[src/rtl/be_mem_pkg.sv]
package be_mem_pkg;
  typedef enum logic [1:0] {
    OP_LDW = 2'b00,
    OP_STW = 2'b01,
    OP_LDB = 2'b10,
    OP_STB = 2'b11
  } mem_op_e;

  function automatic logic op_is_store(input mem_op_e op);
    return op[0];
  endfunction

  function automatic logic op_is_byte(input mem_op_e op);
    return op[1];
  endfunction
endpackage

[src/rtl/be_mem_agu.sv]
module be_mem_agu #(
  parameter int ADDR_W = 32,
  parameter int OFF_W  = 16,
  parameter int LANE_W = 2
) (
  input  logic [ADDR_W-1:0] base,
  input  logic [OFF_W-1:0]  offset,
  output logic [ADDR_W-1:0] word_addr,
  output logic [LANE_W-1:0] lane
);
  localparam int EXT_W = ADDR_W - OFF_W;

  logic [ADDR_W-1:0] eff;

  always_comb begin
    eff       = base + {{EXT_W{offset[OFF_W-1]}}, offset};
    lane      = eff[LANE_W-1:0];
    word_addr = {eff[ADDR_W-1:LANE_W], {LANE_W{1'b0}}};
  end
endmodule

[src/rtl/be_mem_store_steer.sv]
module be_mem_store_steer #(
  parameter int DATA_W = 32,
  parameter int LANES  = DATA_W / 8,
  parameter int LANE_W = 2
) (
  input  logic              is_store,
  input  logic              is_byte,
  input  logic              reject,
  input  logic [LANE_W-1:0] lane,
  input  logic [DATA_W-1:0] src,
  output logic [LANES-1:0]  be,
  output logic [DATA_W-1:0] wdata
);
  // Big-endian: address offset k maps to physical lane LANES-1-k.
  for (genvar i = 0; i < LANES; i++) begin : g_lane
    localparam int OFS = LANES - 1 - i;
    always_comb begin
      if (!is_store || reject)
        be[i] = 1'b0;
      else if (is_byte)
        be[i] = (int'(lane) == OFS);
      else
        be[i] = 1'b1;
      wdata[8*i +: 8] = is_byte ? src[7:0] : src[8*i +: 8];
    end
  end
endmodule

[src/rtl/be_mem_load_format.sv]
module be_mem_load_format #(
  parameter int DATA_W = 32,
  parameter int LANES  = DATA_W / 8,
  parameter int LANE_W = 2
) (
  input  logic              clk,
  input  logic              rst,
  input  logic              in_valid,
  input  logic              in_byte,
  input  logic [LANE_W-1:0] in_lane,
  input  logic [DATA_W-1:0] rdata,
  output logic              out_valid,
  output logic [DATA_W-1:0] out_data
);
  logic [7:0]        picked;
  logic [DATA_W-1:0] shaped;
  logic              byte_q;

  always_comb begin
    picked = rdata[DATA_W-1 -: 8];
    for (int k = 0; k < LANES; k++)
      if (int'(in_lane) == k) picked = rdata[DATA_W-1-8*k -: 8];
    shaped = in_byte ? {{(DATA_W-8){picked[7]}}, picked} : rdata;
  end

  always_ff @(posedge clk) begin
    if (rst) begin
      out_valid <= 1'b0;
      out_data  <= '0;
      byte_q    <= 1'b0;
    end else begin
      out_valid <= in_valid;
      byte_q    <= in_byte;
      if (in_valid) out_data <= shaped;
    end
  end


  byte_sext_chk: assert property (@(posedge clk) disable iff (rst)
    (out_valid && byte_q) |-> (out_data[DATA_W-1:8] == {(DATA_W-8){out_data[7]}}));
endmodule

[src/rtl/be_mem_port.sv]
module be_mem_port #(
  parameter int ADDR_W = 32,
  parameter int DATA_W = 32,
  parameter int OFF_W  = 16
) (
  input  logic              clk,
  input  logic              rst,
  input  logic              req_valid,
  input  logic [1:0]        req_op,
  input  logic [ADDR_W-1:0] req_base,
  input  logic [OFF_W-1:0]  req_offset,
  input  logic [DATA_W-1:0] req_wdata,
  output logic [ADDR_W-1:0] mem_addr,
  output logic [DATA_W/8-1:0] mem_be,
  output logic              mem_rd,
  output logic [DATA_W-1:0] mem_wdata,
  input  logic [DATA_W-1:0] mem_rdata,
  output logic              misalign,
  output logic              load_valid,
  output logic [DATA_W-1:0] load_data
);
  import be_mem_pkg::*;

  localparam int LANES  = DATA_W / 8;
  localparam int LANE_W = $clog2(LANES);

  mem_op_e           op;
  logic              st, by, bad;
  logic [ADDR_W-1:0] waddr;
  logic [LANE_W-1:0] lane;
  logic [LANES-1:0]  be_n;
  logic [DATA_W-1:0] wd_n;

  logic [LANE_W-1:0] s1_lane, s2_lane;
  logic              s1_byte, s2_byte, s2_valid;

  assign op  = mem_op_e'(req_op);
  assign st  = op_is_store(op);
  assign by  = op_is_byte(op);
  assign bad = !by && (lane != '0);

  be_mem_agu #(.ADDR_W(ADDR_W), .OFF_W(OFF_W), .LANE_W(LANE_W)) u_agu (
    .base(req_base), .offset(req_offset), .word_addr(waddr), .lane(lane));

  be_mem_store_steer #(.DATA_W(DATA_W), .LANES(LANES), .LANE_W(LANE_W)) u_steer (
    .is_store(st), .is_byte(by), .reject(bad), .lane(lane),
    .src(req_wdata), .be(be_n), .wdata(wd_n));

  always_ff @(posedge clk) begin
    if (rst) begin
      mem_addr  <= '0;
      mem_be    <= '0;
      mem_rd    <= 1'b0;
      mem_wdata <= '0;
      misalign  <= 1'b0;
      s1_lane   <= '0;
      s1_byte   <= 1'b0;
      s2_lane   <= '0;
      s2_byte   <= 1'b0;
      s2_valid  <= 1'b0;
    end else begin
      mem_be   <= req_valid ? be_n : '0;
      mem_rd   <= req_valid && !st && !bad;
      misalign <= req_valid && bad;
      if (req_valid) begin
        mem_addr  <= waddr;
        mem_wdata <= wd_n;
        s1_lane   <= lane;
        s1_byte   <= by;
      end
      s2_valid <= mem_rd;
      s2_lane  <= s1_lane;
      s2_byte  <= s1_byte;
    end
  end

  be_mem_load_format #(.DATA_W(DATA_W), .LANES(LANES), .LANE_W(LANE_W)) u_fmt (
    .clk(clk), .rst(rst), .in_valid(s2_valid), .in_byte(s2_byte), .in_lane(s2_lane),
    .rdata(mem_rdata), .out_valid(load_valid), .out_data(load_data));


  misalign_quiet_chk: assert property (@(posedge clk) disable iff (rst)
    misalign |-> (mem_be == '0 && !mem_rd));


  idle_quiet_chk: assert property (@(posedge clk) disable iff (rst)
    !$past(req_valid) |-> (mem_be == '0 && !mem_rd && !misalign));


  be_shape_chk: assert property (@(posedge clk) disable iff (rst)
    !(&mem_be) |-> $onehot0(mem_be));


  load_after_read_chk: assert property (@(posedge clk) disable iff (rst)
    load_valid |-> $past(mem_rd, 2));


  no_rd_on_write_chk: assert property (@(posedge clk) disable iff (rst)
    (mem_be != '0) |-> !mem_rd);
endmodule

[config.mk]
export PLATFORM = sky130hd
export DESIGN_NAME = be_mem_port
export DESIGN_NICKNAME = d
export VERILOG_FILES = /design/src/rtl/be_mem_pkg.sv /design/src/rtl/be_mem_agu.sv /design/src/rtl/be_mem_store_steer.sv /design/src/rtl/be_mem_load_format.sv /design/src/rtl/be_mem_port.sv
export SDC_FILE = /design/constraint.sdc
export NUM_CORES = 1
export LEC_CHECK = 0
export CORE_ASPECT_RATIO = 0.5
export CORE_MARGIN = 5
export CORE_UTILIZATION = 47
export CTS_BUF_LIST = sky130_fd_sc_hd__clkbuf_8
export CTS_CLUSTER_DIAMETER = 30
export CTS_CLUSTER_SIZE = 25
export DETAILED_ROUTE_END_ITERATION = 7
export PLACE_DENSITY = 0.84
export SLEW_MARGIN = 20
export SYNTH_ARGS = -nofsm -noshare
export SYNTH_HDL_FRONTEND = slang
export SYNTH_SLANG_ARGS = --single-unit
export TNS_END_PERCENT = 5
[constraint.sdc]
create_clock -name clk -period 3.7 [get_ports clk]
set_input_delay 1.11 -clock clk [delete_from_list [all_inputs] [get_ports clk]]
set_output_delay 1.11 -clock clk [all_outputs]
set_load 0.01 [all_outputs]
## Word-level counts from Yosys, hierarchy flattened

Cells that the tools add are included.

| word-level totals | value |
|---|---|
| flip-flop bits (word level) | 108 |
| bits of input ports | 117 |
| logic and storage cells | 42 |

| operators by class | value |
|---|---|
| $add $sub $neg | 1 |
| equal/unequal tests | 6 |
| muxes and demuxes | 11 |
| bitwise operators | 1 |
| reduce and logical (&&, ||, !) cells | 11 |

Operators by type and width:

| operator | count |
|---|---|
| two-way mux 8 bit | 6 |
| adder 32 bit | 1 |
| two-way mux 32 bit | 1 |
| == test 2 bit, second input constant | 4 |
| == test 2 x 1 -> 1 bit, second input constant | 2 |
| logical AND 1 bit | 4 |
| two-way mux 1 bit | 4 |
| zero test 1 bit | 3 |
| OR reduction 3 bit | 1 |
| zero test 2 bit | 1 |
| nonzero test 2 bit | 1 |
| logical OR 1 bit | 1 |
| NOT 1 bit | 1 |

## Logic depth before layout (Yosys ltp)

| logic depth | value |
|---|---|
| depth in word-level cells | 5 |
| depth in mapped cells | 10 |

## By module

From an unflattened synthesis, not the netlist that was laid out.

| unflattened totals | value |
|---|---|
| cell total of the unflattened synthesis | 747 |
| area total of the unflattened synthesis | 6687.7 µm² |

By module, submodules not included:

| module | times used | cells an instance | area an instance (µm²) |
|---|---|---|---|
| be_mem_port | 1 | 239 | 2685.1 |
| be_mem_agu | 1 | 244 | 1762.9 |
| be_mem_load_format | 1 | 187 | 1730.4 |
| be_mem_store_steer | 1 | 77 | 509.2 |

## Least setup slack after synthesis

Ideal clock, no wire load.

| timing | value |
|---|---|
| path kind | input to register |
| start | input req_base[0] |
| end | register mem_addr[30] |
| data arrival time | 2.923 ns |
| data required time | 3.638 ns |
| slack | 0.715 ns |
| stages on the path | 10 |
| path buffers | 0 |
| path through | ha_1 -> inv_1 -> fa_1 -> nor2b_1 -> o211ai_1 -> a31oi_2 -> a21bo_2 -> nand4_1 -> a211o_1 -> nand3_1 |

| on the way | value |
|---|---|
| cells in the longest elaborated chain, start to end | 1 |

RTL lines:

| element | line | source |
|---|---|---|
| start: declaration | be_mem_port.sv:10 | `input logic [ADDR_W-1:0] req_base,` |
| adder 32 bit | be_mem_agu.sv:16 | `eff = base + {{EXT_W{offset[OFF_W-1]}}, offset};` |
| end signal: assignment | be_mem_port.sv:66 | `mem_addr <= waddr;` |
| end: declaration | be_mem_port.sv:13 | `output logic [ADDR_W-1:0] mem_addr,` |

Every way passes these cells.
A chain may end at the register's enable or synchronous reset.

## Worst setup path in the final report

| timing | value |
|---|---|
| start | input req_offset[15] |
| end | register mem_addr[31] |

| on the way | value |
|---|---|
| cells in the longest elaborated chain, start to end | 1 |

RTL lines:

| element | line | source |
|---|---|---|
| start: declaration | be_mem_port.sv:11 | `input logic [OFF_W-1:0] req_offset,` |
| adder 32 bit | be_mem_agu.sv:16 |  |

Every way passes these cells.

==> impl_metrics.yaml <==
sta:
  tightest_slew_ps: 895.1
  final_hold_viol_count: 0
  report.final.slew_viol_count: 0
  fin_crit_sh_pct: 92.07
  maxSlewHeadroom_pct: 40.33
  holdWs_ps: 461.1
  setup_viol: 0
  final.min_clock_period_ps: 3406
  fmax_ghz: 0.2936
  grt_setup_unrepaired: "no"
  clock_skew_ps: 17.47
synthesis:
  netlist.top_cell.by_area: "dfxtp_1"
  syn_inst: 706
  yosysUniqueCellTypes: 71
  avgSynthCellArea_sq_um: 8.641
  synthTopCellsByArea: "dfxtp_1 35%, mux2i_1 8.5%, nor2_1 6.4%, ha_1 6.4%, a211oi_1 4.1%"
  synth_area_sq_um: 6101
  synth_warnings: 0
  ys_top_cells_by_count: "108 x dfxtp_1, 104 x nor2_1, 52 x mux2i_1"
  yosys.area.top_type_share_pct: 35.44
  synthFlopType: "dfxtp_1"
  synth_edf_count: 0
  yosysMostFrequentCell: "dfxtp_1"
  seq_area_frac_synth_pct: 35.44
  synth-seq-cells: 108
  synthArstFlopShare_pct: 0
finish:
  multiInputGateArea_sq_um: 3714
  final_cells: 1107
  final_net_count: 1081
  syn_to_final_growth_pct: 44.07
  regArea_sq_um: 2166
  fill_cells: 1048
  fin_area_sq_um: 8790
  drive_gt1_share_pct: 8.858
  num_antenna_cells: 0
job:
  max-cap-violations: 0
route:
  drc: 0
  drt_iter0_markers: 512
  ant_nets: 0
  via_per_inst: 5.613
  routed_wl_um: 19210
  drt_first_pass_iters: 4
  route.detailed.wl_per_inst_um: 17.36
  vias: 6214
worst_setup_path:
  cp.required_ps: 4000
  arrival_ps: 3710
  worstSetupStartpoint: "req_offset[15]"
  cp_max_fo: 10
  worstSetupStartpointType: "input pin"
  crit_type: "input pin to register"
  r2r_setup_slack_ps: 1790
  reg2reg_to: "u_fmt.out_data[7]"
  worstSetupEndpoint: "mem_addr[31]"
  timing.rr.start: "s2_lane[0]"
  crit_path_end_kind: "register"
  reg2reg_depth: 4
floorplanning:
  coreArea_sq_um: 12700
  die_height_um: 90.56
  die_w_um: 171.1
  rows: 29
  io_pins: 220
  die_area_sq_um: 15500
  initial_utilization_pct: 48.04
grt:
  grt_max_degree: 86
  grt_usage_pct: 23.70
  grt_util_met1_pct: 30.47
  antenna_found_initial: 0
  met2_usage_pct: 39.99
  grt_overflow: 0
  first_global_vias: 5786
  grtUsageMet3_pct: 3.367
  grt_pass1_wl_um: 29990
  grt_busiest_layer: "met2"
power_and_ir_drop:
  power_density_nw_per_um2: 330.9
  vdd_drop_max_mv: 0.1848
  power.leakage_uw: 0.003444
  design_power_total_uw: 2909
outcome:
  status: "finished clean"
placement:
  dp.cells: 1091
  hpwlAfterDp_um: 15000
  io_buffers: 217
  dpl-instance-area_sq_um: 8603
  gp_congestion: 0.9038
clock_tree:
  cts_hold_repair.buffers: 0
  cts_tree: "yes"
  worstSkewPairLatency_ps: 380
  numCtsBuffers: 9
  path_clk_slew_ps: 110
  cts.path.max_buffers: 2
  post_cts_resized: 0
  root_buffer: "clkbuf_8"
  ctsHtreeMaxLevel: 3
  cts_sinks: 108
  post_cts_buffers: 0
hold_path:
  hold_path_depth: 2
  min_path_type: "register to register"
-- registers in the layout, summed over array words and instances, names as in the netlist --
name             count
u_fmt.out_valid      1
mem_be               4
mem_wdata           32
s1_lane              2
misalign             1
s2_byte              1
s1_byte              1
u_fmt.out_data      32
mem_addr            30
mem_rd               1
s2_lane              2
s2_valid             1
-- report_power, final --
| part | leakage [uW] | internal, uW | switching (uW) | total, uW |
|---|---|---|---|---|
| clock | 0.0000951 | 258 | 444 | 702 |
| sequential | 0.000888 | 1240 | 47.7 | 1290 |
| combinational | 0.00246 | 485 | 434 | 919 |
-- logic make-up after synthesis --
family	Yosys count	share of synthesized area [%]
adder cells (fa/ha/maj)	32	6.686
AO/OA/AOI/OAI	195	23.56
other	1	0.06147
AND/OR/NAND/NOR	242	18.72
XOR/XNOR	20	2.871
flip-flops	108	35.44
buffers and inverters	55	3.753
multiplexers	53	8.901
-- per-layer routing --
layer	up-vias	share of wire [%]
met5	-	0
met1	2919	43
met2	205	48
met3	56	5.0
li1	3034	-
met4	0	3.7
-- worst min path at each step --
| stage | startpoint | end | slack (ps) |
|---|---|---|---|
| 2_1_floorplan | s1_byte | s2_byte | 440 |
| 3_3_place_gp | mem_addr[20] | mem_addr[20] | 440 |
| 3_5_place_dp | mem_addr[20] | mem_addr[20] | 440 |
| 4_1_cts | mem_addr[25] | mem_addr[25] | 460 |
| 5_1_grt | mem_addr[29] | mem_addr[29] | 480 |
| 6_report | mem_addr[25] | mem_addr[25] | 460 |
-- layout by cell type, fill, tap and decap left out, types with 5 or more instances in the layout --
cell             Yosys  layout
inv_1                9      10
clkdlybuf4s50_1      0     214
nand4_1              5       5
ha_1                31      31
o21ai_1              5       5
a21oi_1             28      28
a22oi_1              7       7
a31oi_1              7       7
clkbuf_8             0       9
and3_1               5       5
xnor2_1             11      11
xor2_1               9       9
nand2_1             47      47
nor3_1              11      11
nor2b_1             12      12
mux2i_1             52      52
a211oi_1            33      33
o21ai_0             30      30
buf_4                2      43
dfxtp_1            108     107
nand3_1              8       8
nand2b_1            28      28
nor2_1             104     104
a311oi_1            26      26
a21o_1               6       6
-- metrics by stage --
stage	setup WS [ps]	setup TNS [ps]	util [%]
after floorplan	715.0	0	-
after global placement	-66.51	-98.15	67.74
after detailed placement	-56.48	-145.5	67.74
after CTS	350.8	0	69.19
after global routing	163.9	0	69.21
final	293.5	0	69.21
-- worst max-delay path: stages --
cell and delay, ps:
clkdlybuf4s50_1 680, buf_4 260, ha_1 320, o21ai_0 190
nor2_1 70, a211oi_2 270, o21ai_1 120, or4_1 510
a31oi_1 180
-- layout make-up --
type | count | area share [%]
tap | 170 | 2.420
inverter | 9 | 0.3843
clock inverter | 7 | 0.6833
multi-input combinational | 544 | 42.25
sequential | 108 | 24.64
clock buffer | 9 | 1.409
timing repair buffer | 260 | 28.21
Power figures use the tool's default switching activity.
